==> src/rtl/mmu_bank_pkg.sv <==
package mmu_bank_pkg;

  typedef enum logic [1:0] {
    RGN_LOWER = 2'd0,
    RGN_BANK  = 2'd1,
    RGN_UPPER = 2'd2,
    RGN_PASS  = 2'd3
  } rgn_e;

  typedef enum logic [1:0] {
    SEL_BOUND = 2'd0,
    SEL_BANKB = 2'd1,
    SEL_COMB  = 2'd2,
    SEL_NONE  = 2'd3
  } regsel_e;

  localparam int NUM_BASES = 2;

endpackage

==> src/rtl/mmu_cfg_regs.sv <==
module mmu_cfg_regs
  import mmu_bank_pkg::*;
#(
  parameter int FLD_W  = 4,
  parameter int BASE_W = 8,
  parameter int DATA_W = 8
) (
  input  logic                 clk,
  input  logic                 rst_n,
  input  logic                 wr_en,
  input  logic [1:0]           wr_sel,
  input  logic [DATA_W-1:0]    wr_data,
  input  logic [1:0]           rd_sel,
  output logic [DATA_W-1:0]    rd_data,
  output logic [2*FLD_W-1:0]   bnd_q,
  output logic [BASE_W-1:0]    bank_base,
  output logic [BASE_W-1:0]    com_base
);
  localparam int BND_W = 2 * FLD_W;
  localparam logic [BND_W-1:0] BND_RST = {{FLD_W{1'b1}}, {FLD_W{1'b0}}};

  logic bnd_we;
  assign bnd_we = wr_en && (wr_sel == SEL_BOUND);

  always_ff @(posedge clk) begin
    if (!rst_n)      bnd_q <= BND_RST;
    else if (bnd_we) bnd_q <= wr_data[BND_W-1:0];
  end

  logic [BASE_W-1:0] base_q [NUM_BASES];

  for (genvar g = 0; g < NUM_BASES; g++) begin : g_base
    localparam logic [1:0] CODE = 2'(g + 1);
    logic base_we;
    assign base_we = wr_en && (wr_sel == CODE);
    always_ff @(posedge clk) begin
      if (!rst_n)       base_q[g] <= '0;
      else if (base_we) base_q[g] <= wr_data[BASE_W-1:0];
    end
  end

  assign bank_base = base_q[0];
  assign com_base  = base_q[1];

  always_comb begin
    case (regsel_e'(rd_sel))
      SEL_BOUND: rd_data = DATA_W'(bnd_q);
      SEL_BANKB: rd_data = DATA_W'(bank_base);
      SEL_COMB:  rd_data = DATA_W'(com_base);
      default:   rd_data = '0;
    endcase
  end

endmodule

==> src/rtl/mmu_region_sel.sv <==
module mmu_region_sel
  import mmu_bank_pkg::*;
#(
  parameter int FLD_W = 4
) (
  input  logic [FLD_W-1:0] page,
  input  logic [FLD_W-1:0] bank_start,
  input  logic [FLD_W-1:0] upper_start,
  input  logic             io_cycle,
  output logic             below_bank,
  output logic             at_upper,
  output rgn_e             rgn
);
  assign below_bank = page < bank_start;
  assign at_upper   = page >= upper_start;

  always_comb begin
    if (io_cycle)        rgn = RGN_PASS;
    else if (below_bank) rgn = RGN_LOWER;
    else if (at_upper)   rgn = RGN_UPPER;
    else                 rgn = RGN_BANK;
  end

endmodule

==> src/rtl/mmu_reloc_add.sv <==
module mmu_reloc_add
  import mmu_bank_pkg::*;
#(
  parameter int LOG_W   = 16,
  parameter int PHYS_W  = 20,
  parameter int PAGE_SH = 12
) (
  input  logic [LOG_W-1:0]          log_addr,
  input  logic [PHYS_W-PAGE_SH-1:0] base,
  input  rgn_e                      rgn,
  output logic [PHYS_W-1:0]         phys_addr
);
  localparam int BASE_W = PHYS_W - PAGE_SH;

  function automatic logic [PHYS_W-1:0] widen(input logic [LOG_W-1:0] a);
    return {{(PHYS_W - LOG_W){1'b0}}, a};
  endfunction

  function automatic logic [PHYS_W-1:0] relocate(input logic [LOG_W-1:0] a,
                                                 input logic [BASE_W-1:0] b);
    logic [PHYS_W-1:0] offs;
    offs = {b, {PAGE_SH{1'b0}}};
    return widen(a) + offs;
  endfunction

  logic apply_base;
  assign apply_base = (rgn == RGN_BANK) || (rgn == RGN_UPPER);

  assign phys_addr = apply_base ? relocate(log_addr, base) : widen(log_addr);

endmodule

==> src/rtl/mmu_bank_xlate.sv <==
module mmu_bank_xlate
  import mmu_bank_pkg::*;
#(
  parameter int LOG_W   = 16,
  parameter int PHYS_W  = 20,
  parameter int PAGE_SH = 12,
  parameter int DATA_W  = 8
) (
  input  logic              clk,
  input  logic              rst_n,
  input  logic [LOG_W-1:0]  log_addr,
  input  logic              io_cycle,
  input  logic              wr_en,
  input  logic [1:0]        wr_sel,
  input  logic [DATA_W-1:0] wr_data,
  input  logic [1:0]        rd_sel,
  output logic [DATA_W-1:0] rd_data,
  output logic [PHYS_W-1:0] phys_addr
);
  localparam int FLD_W  = LOG_W - PAGE_SH;
  localparam int BASE_W = PHYS_W - PAGE_SH;

  logic [2*FLD_W-1:0] bnd_q;
  logic [BASE_W-1:0]  bank_base;
  logic [BASE_W-1:0]  com_base;
  logic [FLD_W-1:0]   page;
  logic [FLD_W-1:0]   bank_start;
  logic [FLD_W-1:0]   upper_start;
  logic               below_bank;
  logic               at_upper;
  rgn_e               rgn;
  logic [BASE_W-1:0]  base_pick;

  mmu_cfg_regs #(
    .FLD_W (FLD_W),
    .BASE_W(BASE_W),
    .DATA_W(DATA_W)
  ) u_regs (
    .clk      (clk),
    .rst_n    (rst_n),
    .wr_en    (wr_en),
    .wr_sel   (wr_sel),
    .wr_data  (wr_data),
    .rd_sel   (rd_sel),
    .rd_data  (rd_data),
    .bnd_q    (bnd_q),
    .bank_base(bank_base),
    .com_base (com_base)
  );

  assign page        = log_addr[LOG_W-1:PAGE_SH];
  assign bank_start  = bnd_q[FLD_W-1:0];
  assign upper_start = bnd_q[2*FLD_W-1:FLD_W];

  mmu_region_sel #(.FLD_W(FLD_W)) u_sel (
    .page       (page),
    .bank_start (bank_start),
    .upper_start(upper_start),
    .io_cycle   (io_cycle),
    .below_bank (below_bank),
    .at_upper   (at_upper),
    .rgn        (rgn)
  );

  assign base_pick = (rgn == RGN_UPPER) ? com_base : bank_base;

  mmu_reloc_add #(
    .LOG_W  (LOG_W),
    .PHYS_W (PHYS_W),
    .PAGE_SH(PAGE_SH)
  ) u_add (
    .log_addr (log_addr),
    .base     (base_pick),
    .rgn      (rgn),
    .phys_addr(phys_addr)
  );

endmodule

==> config.mk <==
export PLATFORM = sky130hd
export DESIGN_NAME = mmu_bank_xlate
export DESIGN_NICKNAME = d
export VERILOG_FILES = /design/src/rtl/mmu_bank_pkg.sv /design/src/rtl/mmu_cfg_regs.sv /design/src/rtl/mmu_region_sel.sv /design/src/rtl/mmu_reloc_add.sv /design/src/rtl/mmu_bank_xlate.sv
export SDC_FILE = /design/constraint.sdc
export NUM_CORES = 1
export LEC_CHECK = 0
export BUFFER_PORTS_ARGS = -buffer_cell sky130_fd_sc_hd__buf_4
export CORE_AREA = 2 2 62 64
export DETAILED_ROUTE_END_ITERATION = 10
export DIE_AREA = 0 0 64 66
export GPL_ROUTABILITY_DRIVEN = 1
export GPL_TIMING_DRIVEN = 0
export PLACE_DENSITY = 0.77
export SLEW_MARGIN = 5
export SYNTH_ARGS = -nofsm -noshare
export SYNTH_HDL_FRONTEND = slang
export SYNTH_SLANG_ARGS = --single-unit
==> constraint.sdc <==
create_clock -name clk -period 3.6 [get_ports clk]
set_clock_uncertainty 0.15 [all_clocks]
set_input_delay 0.18 -clock clk [delete_from_list [all_inputs] [get_ports clk]]
set_output_delay 0.18 -clock clk [all_outputs]
set_load 0.005 [all_outputs]
# --- Word-level counts from Yosys, hierarchy flattened ---
# Memories as Yosys holds them, arrays and structs flattened.
# Cells that the tools add are included.
# Widths: inputs -> output; s select.
word_totals:
  regBits: 8
  mem_bits_rw: 16
  in_bits: 32
  output_inout_bits: 28
  n_memories: 1
memory_table:
  columns: ["memory", "depth", "width", "read_ports", "rd_clocked_by_memory_dff", "wr", "line", "source"]
  rows:
  - ["u_regs.base_q", 2, 8, 2, 0, 2, "mmu_cfg_regs.sv:30", "logic [BASE_W-1:0] base_q [NUM_BASES];"]
op_classes:
  n_addsub: 1
  magnitude_cmp: 2
  n_eq_ne: 6
  mux: 15
  n_bitwise: 2
  reduce_logical: 6
op_table:
  columns: ["operator", "n"]
  rows:
  - ["$mux 8", 3]
  - ["$pmux 8 s3", 1]
  - ["$add 16x20->20", 1]
  - ["$mux 20", 1]
  - ["$mux 1", 7]
  - ["$eq 2x1->1 const B", 3]
  - ["$eq 2x2->1 const B", 3]
  - ["$mux 2", 3]
  - ["$ge 4x4->1", 1]
  - ["$logic_not 2->1", 2]
  - ["$lt 4x4->1", 1]
  - ["$logic_and 1x1->1", 3]
  - ["$or 1x1->1", 2]
  - ["$logic_or 1x1->1", 1]

# --- Depth between registers and ports, before layout ---
depth:
  ltp_word: 8
  depth_mapped: 15
  depth_no_buf: 14

# --- Modules after synthesis ---
# From an unflattened synthesis, not the netlist that was laid out.
unflattened:
  cells_unflattened: 186
  area_unflattened_um2: 1881.8
by_module_without_submodules:
  columns: ["module", "n_inst", "cells_per_inst", "area_per_inst_um2", "seq_area_each_um2"]
  rows:
  - ["mmu_cfg_regs", 1, 93, 1139.8, 640.6]
  - ["mmu_reloc_add", 1, 54, 369.1, 0.0]
  - ["mmu_region_sel", 1, 29, 227.7, 0.0]
  - ["mmu_bank_xlate", 1, 10, 145.1, 0.0]

# --- Worst setup path after synthesis ---
# Ideal clock, no wire load.
synth_path:
  kind: "register -> output"
  start: "register u_regs.bnd_q[4]"
  end: "output port phys_addr[18]"
  t_arrival_ns: 2.949
  required_time_ns: 3.270
  setup_slack_ns: 0.321
  stages_incl_launch_ff: 15
  n_path_buf: 1
  path_cell_list: "dfxtp_1 ha_1 nand2b_1 a21oi_1 o21ai_0 a21o_1 ha_1 buf_6 mux2_2 ha_1 fa_1 a21o_1 a21oi_1 o21ai_0 a21oi_1"
synth_via:
  elab_chain_cells: 8
  word_cells_on_any_way: 10
  classes_between: "add/sub: 1; order compare: 1; eq/ne: 2; mux: 5; reduce/logical: 1"
synth_lines:
  columns: ["item", "line", "source"]
  rows:
  - ["start, declared", "mmu_cfg_regs.sv:15", "output logic [2*FLD_W-1:0] bnd_q,"]
  - ["start signal, assigned", "mmu_cfg_regs.sv:27", "else if (bnd_we) bnd_q <= wr_data[BND_W-1:0];"]
  - ["$ge 4x4->1 *", "mmu_region_sel.sv:15", "assign at_upper = page >= upper_start;"]
  - ["$mux 2 *", "mmu_region_sel.sv:20", "else if (at_upper) rgn = RGN_UPPER;"]
  - ["$mux 2 *", "mmu_region_sel.sv:19", "else if (below_bank) rgn = RGN_LOWER;"]
  - ["$mux 2 *", "mmu_region_sel.sv:18", "if (io_cycle) rgn = RGN_PASS;"]
  - ["$eq 2x2->1", "mmu_reloc_add.sv:27, mmu_bank_xlate.sv:65", null]
  - ["$mux 8", "mmu_bank_xlate.sv:65", "assign base_pick = (rgn == RGN_UPPER) ? com_base : bank_base;"]
  - ["$add 16x20->20", "mmu_reloc_add.sv:23", "return widen(a) + offs;"]
  - ["$mux 20 *", "mmu_reloc_add.sv:29", "assign phys_addr = apply_base ? relocate(log_addr, base) : widen(log_addr);"]
  - ["end, declared", "mmu_bank_xlate.sv:18", "output logic [PHYS_W-1:0] phys_addr"]
# Mark *: on every way between the ends. The rest lies on a longest branch, timed or not.

# --- Final worst setup path ---
# Ends and elaborated chain as after synthesis.

==> flow_summary.json <==
{
  "root_buffer": "clkbuf_4",
  "synth_nets": 225,
  "period_needed_ps": 3670,
  "peakVddDrop_uv": 219,
  "switchingPower_uw": 223,
  "synth_compound_area_share_pct": 14.4,
  "synth-seq-cells": 24,
  "place.gp.congestion": 0.781,
  "violations": "setup timing",
  "grt_pass1_vias": 1385,
  "io_pins": 60,
  "internal_power_uw": 594,
  "whs_ps": 90.2,
  "status": "finished, violations left",
  "drc": 0,
  "hold_violations": 0,
  "drv_cap": 0,
  "synthFlopType": "edfxtp_1",
  "switching_share_pct": 27.3,
  "drt_wl_total_um": 4280,
  "clock_latency_ps": 310,
  "synthAdderAreaFrac_pct": 9.91,
  "synthMuxAreaShare_pct": 11.9,
  "yosys_warnings": 0,
  "n_antenna_cell": 0,
  "fin_crit_sh_pct": 102,
  "hp-class": "in2reg",
  "drive_above_1_share_pct": 47.0,
  "fp.dieW_um": 64,
  "grt_first_pass_wirelength_um": 6480,
  "grt_overflow": 0,
  "dieArea_um2": 4220,
  "htree_levels": 1,
  "via_count": 1503,
  "dpl-instance-area_um2": 2120,
  "finalSetupViolCount": 3,
  "synth_edf_count": 16,
  "r2r_setup_slack_ps": 2120,
  "post-route-util_pct": 71.4,
  "worst_slew_pin_slew_ps": 479,
  "synth_xor_area_share_pct": 1.53,
  "relSlewSlack_pct": 68.0,
  "synth_top_area_share_pct": 28.0,
  "power.clock.fraction_pct": 23.8,
  "worst_slack_ps": -74.8,
  "grt_usage_pct": 20.1,
  "critical_path_class": "reg2out",
  "synthesis.area_um2": 1720,
  "firstDrtPassIters": 4,
  "slew_viol_final": 0,
  "port_buffers": 46,
  "coreArea_um2": 3550,
  "synth_top_area_cell": "edfxtp_1",
  "cp_data_required_time_ps": 3270,
  "clock_sinks": 24,
  "fin_area_um2": 2540,
  "ant_nets": 0,
  "async_flop_share_pct": 0,
  "synth_top_family_by_area": "simple AND/OR/NAND/NOR gates",
  "grt_max_degree": 15,
  "synth_cells": 180,
  "power_frac_comb_pct": 36.7,
  "start_kind": "flop",
  "ys_types": 33,
  "dp_hpwl_um": 2980,
  "clk_path_buf_depth": 2,
  "area_delta_synth_final_pct": 47.7,
  "endpoint_kind": "output port",
  "cts_tree": "yes",
  "synthTopCellsByArea": "edfxtp_1 28%, dfxtp_1 9.3%, ha_1 8.7%",
  "rows": 22,
  "cp_max_fo": 5,
  "p_per_area_nw_per_um2": 322,
  "rsz0062_at_grt": "true",
  "clk_pin_slew_worst_paths_ps": 140,
  "drt-wirelength-per-cell_um": 14.3,
  "power_frac_seq_pct": 39.5,
  "drtIter0Drc": 41,
  "yosys.area_share.simple_pct": 16.3,
  "die_h_um": 66,
  "via_per_inst": 5.03,
  "cts_buffers": 3,
  "avgSynthCellArea_um2": 9.54,
  "start_util_pct": 48.3,
  "cp.arrival_ps": 3340,
  "antenna_found_initial": 0,
  "p_leak_uw": 0.00111,
  "max_freq_ghz": 0.272,
  "ys_seq_area_share_pct": 37.3,
  "final_nets": 297
}
## timing repair
| item | in CTS | in global routing |
|---|---|---|
| resized for setup | 31 | 12 |
| setup buffers | 8 | 4 |
| pin swaps | 17 | 18 |
| hold endpoints to repair | 11 | 0 |
| hold buffers | 10 | 0 |
| setup endpoints to repair | 7 | 4 |
## flip-flops by register name (all words and copies together) (netlist names)
name,flops
u_regs.bnd_q,8
u_regs.base_q,16
## cells in the final DEF (no fill, tap or decap), types with 6 or more instances in the layout
cell type      netlist  routed
buf_4               12      70
nand2_1             18      18
and2_1              16      16
edfxtp_1            16      16
mux2i_1             11      11
nor2_1              11      11
o21ai_0             14      10
dlygate4sd3_1        0      10
ha_4                 0       8
a21oi_2              0       7
a21oi_1             13       6
dfxtp_2              0       6
## synthesized netlist by cell type (2+ instances only)
| cell type | number |
|---|---|
| buf_4 | 12 |
| o211ai_1 | 3 |
| nor2b_1 | 2 |
| dfxtp_1 | 8 |
| buf_2 | 2 |
| ha_1 | 12 |
| a21oi_1 | 13 |
| inv_1 | 8 |
| nand2_1 | 18 |
| edfxtp_1 | 16 |
| mux2_2 | 7 |
| a21o_1 | 4 |
| nand3b_1 | 2 |
| mux2i_1 | 11 |
| nor2_1 | 11 |
| clkbuf_1 | 2 |
| and2_1 | 16 |
| a31o_2 | 2 |
| nand2b_1 | 3 |
| xor2_1 | 2 |
| o21ai_0 | 14 |
## cell families (layout without fill, tap and decap cells)
family | count (synthesis) | after routing
AND/OR/NAND/NOR | 55 | 55
AO/OA/AOI/OAI | 41 | 41
buffers and inverters | 25 | 96
flip-flops | 24 | 24
multiplexers | 19 | 19
adder cells (fa/ha/maj) | 13 | 13
XOR/XNOR | 3 | 3
## critical path, stage by stage, from the launching register on
cell      delay, ps
dfxtp_4         390
ha_4            250
nand2b_4        110
a21oi_2          50
o21a_1          200
a21oi_2         200
ha_4            200
mux2_4          320
ha_4            170
fa_2            380
a21o_1          180
a21oi_2         200
o21ai_1          90
a21oi_1         140
buf_4           130
## worst paths after layout
check,cells past startpoint,endpoint,start
setup / recovery,14,phys_addr[18],u_regs.bnd_q[4]
hold / removal,4,u_regs.bnd_q[0],wr_sel[0]
setup reg to reg,4,u_regs.bnd_q[4],u_regs.bnd_q[4]
hold reg to reg,2,u_regs.bnd_q[5],u_regs.bnd_q[5]
## routing by layer
| metal | part of all wire [%] | track usage (%) |
|---|---|---|
| met1 | 42 | 24.3 |
| met2 | 52 | 36.7 |
| met3 | 4.6 | 2.73 |
| met4 | 1.3 | 6.52 |
| met5 | 0 | 0 |
## power groups by stage
stage / logic, uW / clock network (uW) / registers [uW]
after floorplan: 134 / 0 / 324
after global placement: 227 / 0 / 327
after detailed placement: 233 / 0 / 328
after CTS: 275 / 194 / 323
after global routing: 326 / 205 / 324
final: 300 / 194 / 323
## layout make-up
| class | instances | area [um^2] |
|---|---|---|
| plain buffers | 16 | 108 |
| clock buffers | 3 | 22.5 |
| clock inverters | 1 | 30.0 |
| fillers | 270 | 1010 |
| inverters | 8 | 30.0 |
| multi-input cells | 131 | 1100 |
| flip-flops and latches | 24 | 652 |
| well taps | 48 | 60.1 |
| repair buffers | 68 | 536 |
## stage by stage
step	total power [uW]	setup WS (ps)	cells	TNS, ps
after global routing	855	-207	299	-652
after floorplan	458	321	180	0
after detailed placement	561	-80.8	274	-116
final	817	-74.8	299	-148
after global placement	555	-65.9	274	-100
after CTS	791	-51.8	296	-95.1
(Power assumes the default switching activity.)
